===== src/rtl/exc_pkg.sv =====
package exc_pkg;
  localparam int VEC_W    = 8;
  localparam int IDX_W    = 3;
  localparam int LEN_LONG = 6;
  localparam int LEN_SHORT = 4;

  localparam logic [VEC_W-1:0] VEC_ILLEGAL = 8'd4;
  localparam logic [VEC_W-1:0] VEC_LINE_A  = 8'd10;
  localparam logic [VEC_W-1:0] VEC_LINE_F  = 8'd11;
  localparam logic [VEC_W-1:0] VEC_BKPT    = 8'd12;
  localparam logic [VEC_W-1:0] VEC_FORMAT  = 8'd14;

  typedef struct packed {
    logic             load;
    logic             fire;
    logic [VEC_W-1:0] vec;
    logic [IDX_W-1:0] idx;
  } excStrobe_t;
endpackage


===== src/rtl/exc_ctrl.sv =====
module exc_ctrl
  import exc_pkg::*;
#(
  parameter int WORD_W = 16
) (
  input  logic              clk,
  input  logic              rstN,
  input  logic              instrValid,
  input  logic [WORD_W-1:0] instrWord,
  input  logic              instrLegal,
  input  logic              extValid,
  input  logic [WORD_W-1:0] extWord,
  input  logic              fmtErr,
  input  logic              bkptTaken,
  input  logic              stkWrReady,
  output excStrobe_t        st,
  output logic              busy,
  output logic              done
);
  logic lineA, lineF, extBad, illegal, anyCause, lastWord;
  logic [VEC_W-1:0] vecPick;
  logic [IDX_W-1:0] idxR, lastIdxR;

  assign lineA   = instrValid && (instrWord[WORD_W-1 -: 4] == 4'b1010);
  assign lineF   = instrValid && (instrWord[WORD_W-1 -: 4] == 4'b1111);
  assign extBad  = extValid && ((extWord[5:4] == 2'b00) || (extWord[3:0] != 4'b0000));
  assign illegal = extBad || (instrValid && !lineA && !lineF && !instrLegal);

  always_comb begin
    anyCause = 1'b1;
    vecPick  = '0;
    if (fmtErr)         vecPick = VEC_FORMAT;
    else if (illegal)   vecPick = VEC_ILLEGAL;
    else if (lineA)     vecPick = VEC_LINE_A;
    else if (lineF)     vecPick = VEC_LINE_F;
    else if (bkptTaken) vecPick = VEC_BKPT;
    else                anyCause = 1'b0;
  end

  assign lastWord = (idxR == lastIdxR);

  always_comb begin
    st.load = !busy && anyCause;
    st.fire = busy && stkWrReady;
    st.vec  = vecPick;
    st.idx  = idxR;
  end

  always_ff @(posedge clk) begin
    if (!rstN) begin
      busy     <= 1'b0;
      done     <= 1'b0;
      idxR     <= '0;
      lastIdxR <= '0;
    end else begin
      done <= 1'b0;
      if (st.load) begin
        busy     <= 1'b1;
        idxR     <= '0;
        lastIdxR <= (vecPick == VEC_BKPT) ? IDX_W'(LEN_LONG - 1) : IDX_W'(LEN_SHORT - 1);
      end else if (st.fire) begin
        if (lastWord) begin
          busy <= 1'b0;
          done <= 1'b1;
        end else begin
          idxR <= idxR + 1'b1;
        end
      end
    end
  end

  // the word index never passes the frame length
  a_r9_idx_bound: assert property (@(posedge clk) disable iff (!rstN)
    busy |-> (idxR <= lastIdxR));
  // an open frame stays open until its last handshake
  a_r11_hold_busy: assert property (@(posedge clk) disable iff (!rstN)
    (busy && !(stkWrReady && lastWord)) |=> busy);
endmodule


===== src/rtl/exc_dp.sv =====
module exc_dp
  import exc_pkg::*;
#(
  parameter int WORD_W = 16,
  parameter int ADDR_W = 32
) (
  input  logic              clk,
  input  logic              rstN,
  input  excStrobe_t        st,
  input  logic [ADDR_W-1:0] curPc,
  input  logic [ADDR_W-1:0] nextPc,
  input  logic [WORD_W-1:0] statusReg,
  input  logic [ADDR_W-1:0] spIn,
  output logic [ADDR_W-1:0] stkWrAddr,
  output logic [WORD_W-1:0] stkWrData,
  output logic [VEC_W-1:0]  vecNum,
  output logic [VEC_W+1:0]  vecOffset
);
  localparam int OFF_W = VEC_W + 2;
  localparam int HALF  = ADDR_W / 2;

  logic [VEC_W-1:0]  vecR;
  logic [ADDR_W-1:0] pcR, npR, spR;
  logic [WORD_W-1:0] srR, vecWord;
  logic              isBkpt;

  always_ff @(posedge clk) begin
    if (!rstN) begin
      vecR <= '0;
      pcR  <= '0;
      npR  <= '0;
      srR  <= '0;
      spR  <= '0;
    end else if (st.load) begin
      vecR <= st.vec;
      pcR  <= curPc;
      npR  <= nextPc;
      srR  <= statusReg;
      spR  <= spIn;
    end else if (st.fire) begin
      spR  <= spR - ADDR_W'(2);
    end
  end

  assign vecNum    = vecR;
  assign vecOffset = {vecR, 2'b00};
  assign vecWord   = {{(WORD_W-OFF_W){1'b0}}, vecOffset};
  assign isBkpt    = (vecR == VEC_BKPT);
  assign stkWrAddr = spR - ADDR_W'(2);

  always_comb begin
    stkWrData = '0;
    if (isBkpt) begin
      case (st.idx)
        3'd0: stkWrData = pcR[HALF-1:0];
        3'd1: stkWrData = pcR[ADDR_W-1:HALF];
        3'd2: stkWrData = vecWord;
        3'd3: stkWrData = npR[HALF-1:0];
        3'd4: stkWrData = npR[ADDR_W-1:HALF];
        default: stkWrData = srR;
      endcase
    end else begin
      case (st.idx)
        3'd0: stkWrData = vecWord;
        3'd1: stkWrData = pcR[HALF-1:0];
        3'd2: stkWrData = pcR[ADDR_W-1:HALF];
        default: stkWrData = srR;
      endcase
    end
  end

  // each accepted word moves the stack address down by one word
  a_r8_sp_step: assert property (@(posedge clk) disable iff (!rstN)
    (st.fire && !st.load) |=> (stkWrAddr == $past(stkWrAddr) - ADDR_W'(2)));
  // the vector is only replaced on a load
  a_r12_vec_hold: assert property (@(posedge clk) disable iff (!rstN)
    !st.load |=> $stable(vecNum));
endmodule


===== src/rtl/exc_entry_seq.sv =====
module exc_entry_seq
  import exc_pkg::*;
#(
  parameter int WORD_W = 16,
  parameter int ADDR_W = 32
) (
  input  logic              clk,
  input  logic              rstN,
  input  logic              instrValid,
  input  logic [WORD_W-1:0] instrWord,
  input  logic              instrLegal,
  input  logic              extValid,
  input  logic [WORD_W-1:0] extWord,
  input  logic              fmtErr,
  input  logic              bkptTaken,
  input  logic [ADDR_W-1:0] curPc,
  input  logic [ADDR_W-1:0] nextPc,
  input  logic [WORD_W-1:0] statusReg,
  input  logic [ADDR_W-1:0] spIn,
  output logic              stkWrEn,
  output logic [ADDR_W-1:0] stkWrAddr,
  output logic [WORD_W-1:0] stkWrData,
  input  logic              stkWrReady,
  output logic [VEC_W-1:0]  vecNum,
  output logic [VEC_W+1:0]  vecOffset,
  output logic              frameDone
);
  excStrobe_t st;
  logic busy;

  exc_ctrl #(.WORD_W(WORD_W)) u_ctrl (
    .clk(clk), .rstN(rstN), .instrValid(instrValid), .instrWord(instrWord),
    .instrLegal(instrLegal), .extValid(extValid), .extWord(extWord),
    .fmtErr(fmtErr), .bkptTaken(bkptTaken), .stkWrReady(stkWrReady),
    .st(st), .busy(busy), .done(frameDone)
  );

  exc_dp #(.WORD_W(WORD_W), .ADDR_W(ADDR_W)) u_dp (
    .clk(clk), .rstN(rstN), .st(st), .curPc(curPc), .nextPc(nextPc),
    .statusReg(statusReg), .spIn(spIn), .stkWrAddr(stkWrAddr),
    .stkWrData(stkWrData), .vecNum(vecNum), .vecOffset(vecOffset)
  );

  assign stkWrEn = busy;

  // a format error seen while idle opens a frame with vector 14
  a_r5_format_vec: assert property (@(posedge clk) disable iff (!rstN)
    (!stkWrEn && fmtErr) |=> (stkWrEn && vecNum == 8'd14));
  // a stalled word holds address and data
  a_r8_stall_hold: assert property (@(posedge clk) disable iff (!rstN)
    (stkWrEn && !stkWrReady) |=> (stkWrEn && $stable(stkWrAddr) && $stable(stkWrData)));
  // done is a single-cycle pulse and never overlaps a write
  a_r9_done_pulse: assert property (@(posedge clk) disable iff (!rstN)
    frameDone |-> (!stkWrEn && $past(stkWrEn)) ##1 !frameDone);
  // causes arriving mid-frame leave the vector untouched
  a_r11_ignore_busy: assert property (@(posedge clk) disable iff (!rstN)
    stkWrEn |=> $stable(vecNum));
endmodule


===== config.mk =====
export PLATFORM = sky130hd
export DESIGN_NAME = exc_entry_seq
export DESIGN_NICKNAME = d
export VERILOG_FILES = /design/src/rtl/exc_pkg.sv /design/src/rtl/exc_ctrl.sv /design/src/rtl/exc_dp.sv /design/src/rtl/exc_entry_seq.sv
export SDC_FILE = /design/constraint.sdc
export NUM_CORES = 1
export LEC_CHECK = 0
export BUFFER_PORTS_ARGS = -buffer_cell sky130_fd_sc_hd__buf_2
export CORE_ASPECT_RATIO = 1.5
export CORE_MARGIN = 4
export CORE_UTILIZATION = 45
export DETAILED_ROUTE_END_ITERATION = 16
export PLACE_DENSITY_LB_ADDON = 0.05
export SLEW_MARGIN = 20
export SYNTH_ARGS = -nofsm -noshare
export SYNTH_HDL_FRONTEND = slang
export SYNTH_SLANG_ARGS = --single-unit

===== constraint.sdc =====
create_clock -name clk -period 2.85 [get_ports clk]
set_input_delay 0.1425 -clock clk [delete_from_list [all_inputs] [get_ports clk]]
set_output_delay 0.1425 -clock clk [all_outputs]
set_load 0.005 [all_outputs]

### Yosys cells after proc, flatten, opt, wreduce, memory -nomap -nowiden

Cells that the tools add are included.

| word-level totals | value |
|---|---|
| flip-flop bits (word level) | 128 |
| input port bits | 152 |
| output and inout bits | 68 |
| word-level logic and storage cells | 66 |

| operators by class | value |
|---|---|
| add/subtract/negate cells | 2 |
| equal/unequal tests | 9 |
| multiplexer cells | 20 |
| bitwise operators | 3 |
| reduce and logical (&&, ||, !) cells | 23 |

Operators with widths:

| kind | count |
|---|---|
| $pmux 16 s5 | 1 |
| $mux 32 | 2 |
| $pmux 16 s3 | 1 |
| $mux 8 | 4 |
| $sub 32x2->32 const B | 1 |
| $eq 8x4->1 const B | 2 |
| $mux 16 | 1 |
| $mux 1 | 9 |
| $eq 4x4->1 const B | 2 |
| $logic_and 1x1->1 | 8 |
| $eq 3x2->1 const B | 2 |
| $logic_not 1->1 | 4 |
| $mux 4 | 1 |
| $reduce_and 2->1 | 2 |
| $reduce_bool 2->1 | 2 |
| $reduce_bool 4->1 | 1 |
| $add 3x1->3 const B | 1 |
| $eq 3x1->1 const B | 1 |
| $eq 3x3->1 | 1 |
| $eq 3x3->1 const B | 1 |
| $logic_not 3->1 | 1 |
| $mux 3 | 1 |
| $not 1->1 | 3 |
| $reduce_or 3->1 | 1 |
| 3 further kinds | 4 |

### Longest topological paths before layout

| depth | value |
|---|---|
| depth in word-level cells | 12 |
| mapped depth | 10 |
| gate-level depth less buffers | 7 |

### Hierarchy

Synthesis repeated with hierarchy kept, for this count alone.

| unflattened totals | value |
|---|---|
| cell total of the unflattened synthesis | 859 |
| area, all modules | 7339.5 um2 |

By module, submodules not included:

| module | instances | cells an instance | area an instance (um2) |
|---|---|---|---|
| exc_dp | 1 | 799 | 6782.8 |
| exc_ctrl | 1 | 60 | 556.8 |

### Worst setup path before layout

OpenSTA, ideal clock, no wires.

| timing | value |
|---|---|
| path type | register to register |
| from | register u_dp.spR[22] |
| to | register u_dp.spR[28] |
| setup time | 0.136 ns |
| data arrival time | 1.965 ns |
| data required time | 2.714 ns |
| slack | 0.749 ns |
| cell stages (with the launch flop) | 8 |
| buffers on the path | 2 |
| period minus slack after synthesis | 2.101 ns |
| cells stage by stage | dfxtp_1 -> buf_6 -> or4_1 -> buf_2 -> or3_4 -> o31a_2 -> nor3_1 -> a211oi_1 |

| between the ends | value |
|---|---|
| longest elaborated chain between the ends | 3 |

Ends and longest elaborated chain:

| element | RTL line | text |
|---|---|---|
| start, declared | exc_dp.sv:23 | `logic [ADDR_W-1:0] pcR, npR, spR;` |
| start signal, assigned | exc_dp.sv:39 | `spR <= spIn;` |
| start signal, assigned | exc_dp.sv:41 | `spR <= spR - ADDR_W'(2);` |
| $sub 32x2->32 | exc_dp.sv:41 |  |
| $mux 32 | exc_dp.sv:40 | `end else if (st.fire) begin` |
| $mux 32 | exc_dp.sv:34 | `end else if (st.load) begin` |

No other way between the ends. The select of a mux whose other input is x is not followed.
A chain may end at the register's enable or synchronous reset.

### Worst setup path after layout

| timing | value |
|---|---|
| from | register u_dp.spR[23] |
| to | output port stkWrAddr[29] |

| between the ends | value |
|---|---|
| longest elaborated chain between the ends | 1 |

Ends and longest elaborated chain:

| element | RTL line | text |
|---|---|---|
| $sub 32x2->32 | exc_dp.sv:49 | `assign stkWrAddr = spR - ADDR_W'(2);` |
| end, declared | exc_entry_seq.sv:21 | `output logic [ADDR_W-1:0] stkWrAddr,` |

No other way between the ends.

==> out/summary.log <==
INFO  run_status     run_status=finished clean
INFO  sta            rsz0062_at_grt=false
INFO  flow_run       max_cap_viols=0
INFO  floorplan      core_area=0.0151sqmm
INFO  floorplan      initial_standard_cell_utilization_of_the_core=45.6%
INFO  sta            finalWorstSetupSlack=202ps
INFO  place          post-place-cells=1223
INFO  clock_network  clock_latency_at_the_later_pin_of_the_worst_skew_pair=420ps
INFO  clock_network  clkSinkCount=124
INFO  sta            final.period_utilization=92.9%
INFO  critical_path  critPathCaptureType=primary output
INFO  clock_network  clock-root-buffer=clkbuf_16
INFO  global_routing use_met3=5.27%
INFO  synthesis      synthesis.area=0.00688sqmm
INFO  global_routing grt_use_total=26.5%
INFO  sta            setup_viol_count_final=0
INFO  critical_path  critical_path.top_delay_family=simple AND/OR/NAND/NOR gates
INFO  global_routing globalRoute.totalOverflow=0
INFO  sta            measured_slew_at_the_worst_slew_check_pin=645ps
INFO  place          globalplace.congestion=0.913
INFO  place          dpl.hpwl=16400um
INFO  synthesis      yosysSeqAreaShare=36.1%
INFO  clock_network  post_cts_buffers=0
INFO  routing        drc=0
INFO  sta            skew=8.06ps
INFO  global_routing vias_in_the_first_global_route=7222
INFO  sta            holdWs=14.1ps
INFO  finish         post_route_cells_drive_above_1_share=23.8%
INFO  clock_network  path_clk_slew=60ps
INFO  global_routing global_route.usage.met2=50.6%
INFO  finish         insertedDiodeCount=0
INFO  floorplan      pin_count=220
INFO  power          vdd_drop_max=0.350mV
INFO  synthesis      number_of_synthesized_flops_with_an_enable_pin=0
INFO  synthesis      synth_cell_types=73
INFO  critical_path  regToRegSetupSlack=540ps
INFO  sta            min_tclk_post_route=2650ps
INFO  critical_path  critPathMaxStageDelay=650ps
INFO  synthesis      yosysWarningCount=0
INFO  sta            slew_margin_rel=57.0%
INFO  power          power_report.internal_total=3.63mW
INFO  critical_path  cp_cell_sequence=or4_1 -> or3_4 -> or3_1 -> xnor2_1 -> buf_2
INFO  routing        drt_first_pass_iters=5
INFO  clock_network  cts-htree-levels=4
INFO  clock_network  tritoncts_clock_tree=built
INFO  floorplan      placement_rows=55
INFO  sta            report.final.hold_viol_count=0
INFO  place          dp_slack=409ps
INFO  critical_path  critPathArrivalTime=2510ps
INFO  power          power.switching=1.55mW
INFO  synthesis      synthesized_netlist_cell_count=887
INFO  global_routing gr-usage-met1=26.2%
INFO  power          clock_power_share=39.3%
INFO  finish         final_net_count=1287
INFO  hold_path      worst_hold_class=primary input to register
INFO  finish         p_r_area_growth_vs_syn=35.5%
INFO  routing        routedWlPerCell=17.4um
INFO  critical_path  critPathSlowestCell=or4_1
INFO  global_routing wire_length_of_the_first_global_routing_pass=35800um
INFO  place          placement.io_buffers=187
INFO  critical_path  timing.setup.critical_path_class=register to primary output
INFO  floorplan      fp.dieArea=0.0174sqmm
INFO  routing        detail_route.wirelength=23300um
INFO  finish         layout.cells.non_filler=1341
INFO  synthesis      postSynth.asyncResetShare=0%
INFO  routing        detailedRoute.firstIterationViolations=366
INFO  critical_path  start_kind=register
INFO  floorplan      die_w=109um
INFO  global_routing grt_antenna_before_repair=0
INFO  sta            max_clock_freq=378MHz
INFO  power          power.combinational.fraction=21.6%
INFO  clock_network  ctsLongestPathBuffers=2
INFO  synthesis      average_size_of_a_mapped_cell=7.75squm
INFO  power          p_leak=3.99nW
INFO  power          sw_frac_of_total=29.9%
INFO  critical_path  critical_path_required=2710ps
INFO  routing        final_antenna_net_count=0
INFO  routing        vias=7290
INFO  routing        drt-vias-per-instance=5.44
INFO  critical_path  critical_path.n_buffers_inverters=1
INFO  global_routing most_used_routing_layer=met2
INFO  critical_path  critical_path.max_fanout=7
INFO  power          fraction_of_power_consumed_by_sequential_logic=39.1%
INFO  sta            timing_max_transition_violations_final=0
INFO  synthesis      ys_seq_elements=124
INFO  sta            fin_setup_tns=0ps
INFO  power          cellPowerDensity=557mW/mm^2
INFO  floorplan      chipHeight=159um
INFO  global_routing maximum_number_of_pins_on_one_net_before_global_route_repair=62
INFO  clock_network  cts_buffers=17
INFO  synthesis      ys.flop_type=dfxtp_1
## layout make-up
type,count,area [sq um]
sequential,124,2480
tap,199,249
inverter,14,53.8
clock inverter,10,91.3
multi-input combinational,670,3920
fill,1404,5760
timing repair buffer,302,2050
clock buffer,22,464
## Yosys cell counts (all sizes together), types with 12 or more instances
cell    instances  area (sq um)
nand2         191           717
inv            13          48.8
nor2           58           218
a22oi          16           120
nand3          21           105
xnor2          27           236
mux2i          14           140
a21oi         103           515
buf            35           243
a22o           15           131
a221o          12           120
dfxtp         124          2480
a211oi         13           103
clkbuf         51           214
nand4          12          87.6
xor2           18           158
nor3           22           121
o21ai          17          88.8
## worst reg2reg max path, delay by kind of cell, from the launching register on
kind,cells,cell delay (ps)
flip-flops,1,360
AO/OA/AOI/OAI,1,200
AND/OR/NAND/NOR,4,1670
## per-stage QoR
stage / util (%) / cell area, sq um / total power, mW
6_report: 61.8 / 9320 / 5.19
5_1_grt: 61.8 / 9320 / 5.44
4_1_cts: 61.8 / 9310 / 5.22
3_5_place_dp: 52.4 / 7890 / 3.08
3_3_place_gp: 52.4 / 7890 / 3.08
2_1_floorplan: - / 6910 / 2.70
## routing by layer
metal  routed length (um)  up-vias
met5                    0        -
met2                12900      249
met1                 8320     3369
met3                 1170       58
met4                  915        0
li1                     -     3614
## cell families (layout without fill, tap and decap cells)
family	Yosys count	in the layout	synth area share [%]
compound gates	240	240	23.5
other cells	1	10	0.0545
xor+xnor	45	45	5.73
flops	124	124	36.1
buf+inv	102	348	7.71
simple gates	353	353	23.5
mux	16	16	2.37
fa+ha+maj	6	6	1.09
## path summary, 6_finish.rpt
kind	startpoint	to	depth (start not counted)
worst max-delay path	u_dp.spR[23]	stkWrAddr[29]	5
worst max register to register	u_dp.spR[16]	u_dp.spR[29]	5
worst min register to register	u_dp.spR[0]	u_dp.spR[0]	2
worst min-delay path	curPc[16]	u_dp.pcR[16]	3
## state kept, by name, summed over array words and instances (netlist names)
register / cells
u_dp.srR: 16
u_dp.npR: 32
u_dp.pcR: 32
u_ctrl.lastIdxR: 3
u_dp.spR: 32
u_dp.vecNum: 4
u_ctrl.idxR: 3
u_ctrl.done: 1
u_ctrl.busy: 1
## placed cells by master, fill, tap and decap left out, types with 6 or more instances in the layout
cell / n
nand2_1: 191
buf_2: 187
dfxtp_1: 124
a21oi_1: 103
dlygate4sd3_1: 86
nor2_1: 58
xnor2_1: 27
buf_4: 26
nor3_1: 21
nand3_1: 21
xor2_1: 18
clkbuf_16: 17
a22oi_1: 16
a22o_1: 15
o21ai_0: 15
mux2i_1: 14
inv_1: 12
a221o_1: 12
a211oi_1: 12
nor4_1: 10
nand4_1: 10
a221oi_1: 10
conb_1: 10
a31oi_1: 8
a222oi_1: 6
o22ai_1: 6
## power groups by stage
stage | combinational [mW] | sequential, mW | clock (mW)
4_1_cts | 1.12 | 2.03 | 2.07
3_3_place_gp | 1.02 | 2.06 | 0
6_report | 1.12 | 2.03 | 2.04
3_5_place_dp | 1.02 | 2.06 | 0
2_1_floorplan | 0.708 | 1.99 | 0
5_1_grt | 1.24 | 2.04 | 2.15
## repair_timing
action / in CTS / in global routing
gates resized for setup: 0 / 4
hold buffers: 86 / 0
hold endpoints to repair: 86 / 0
endpoints found under the setup margin: 0 / 18
Power figures use the tool's default switching activity.
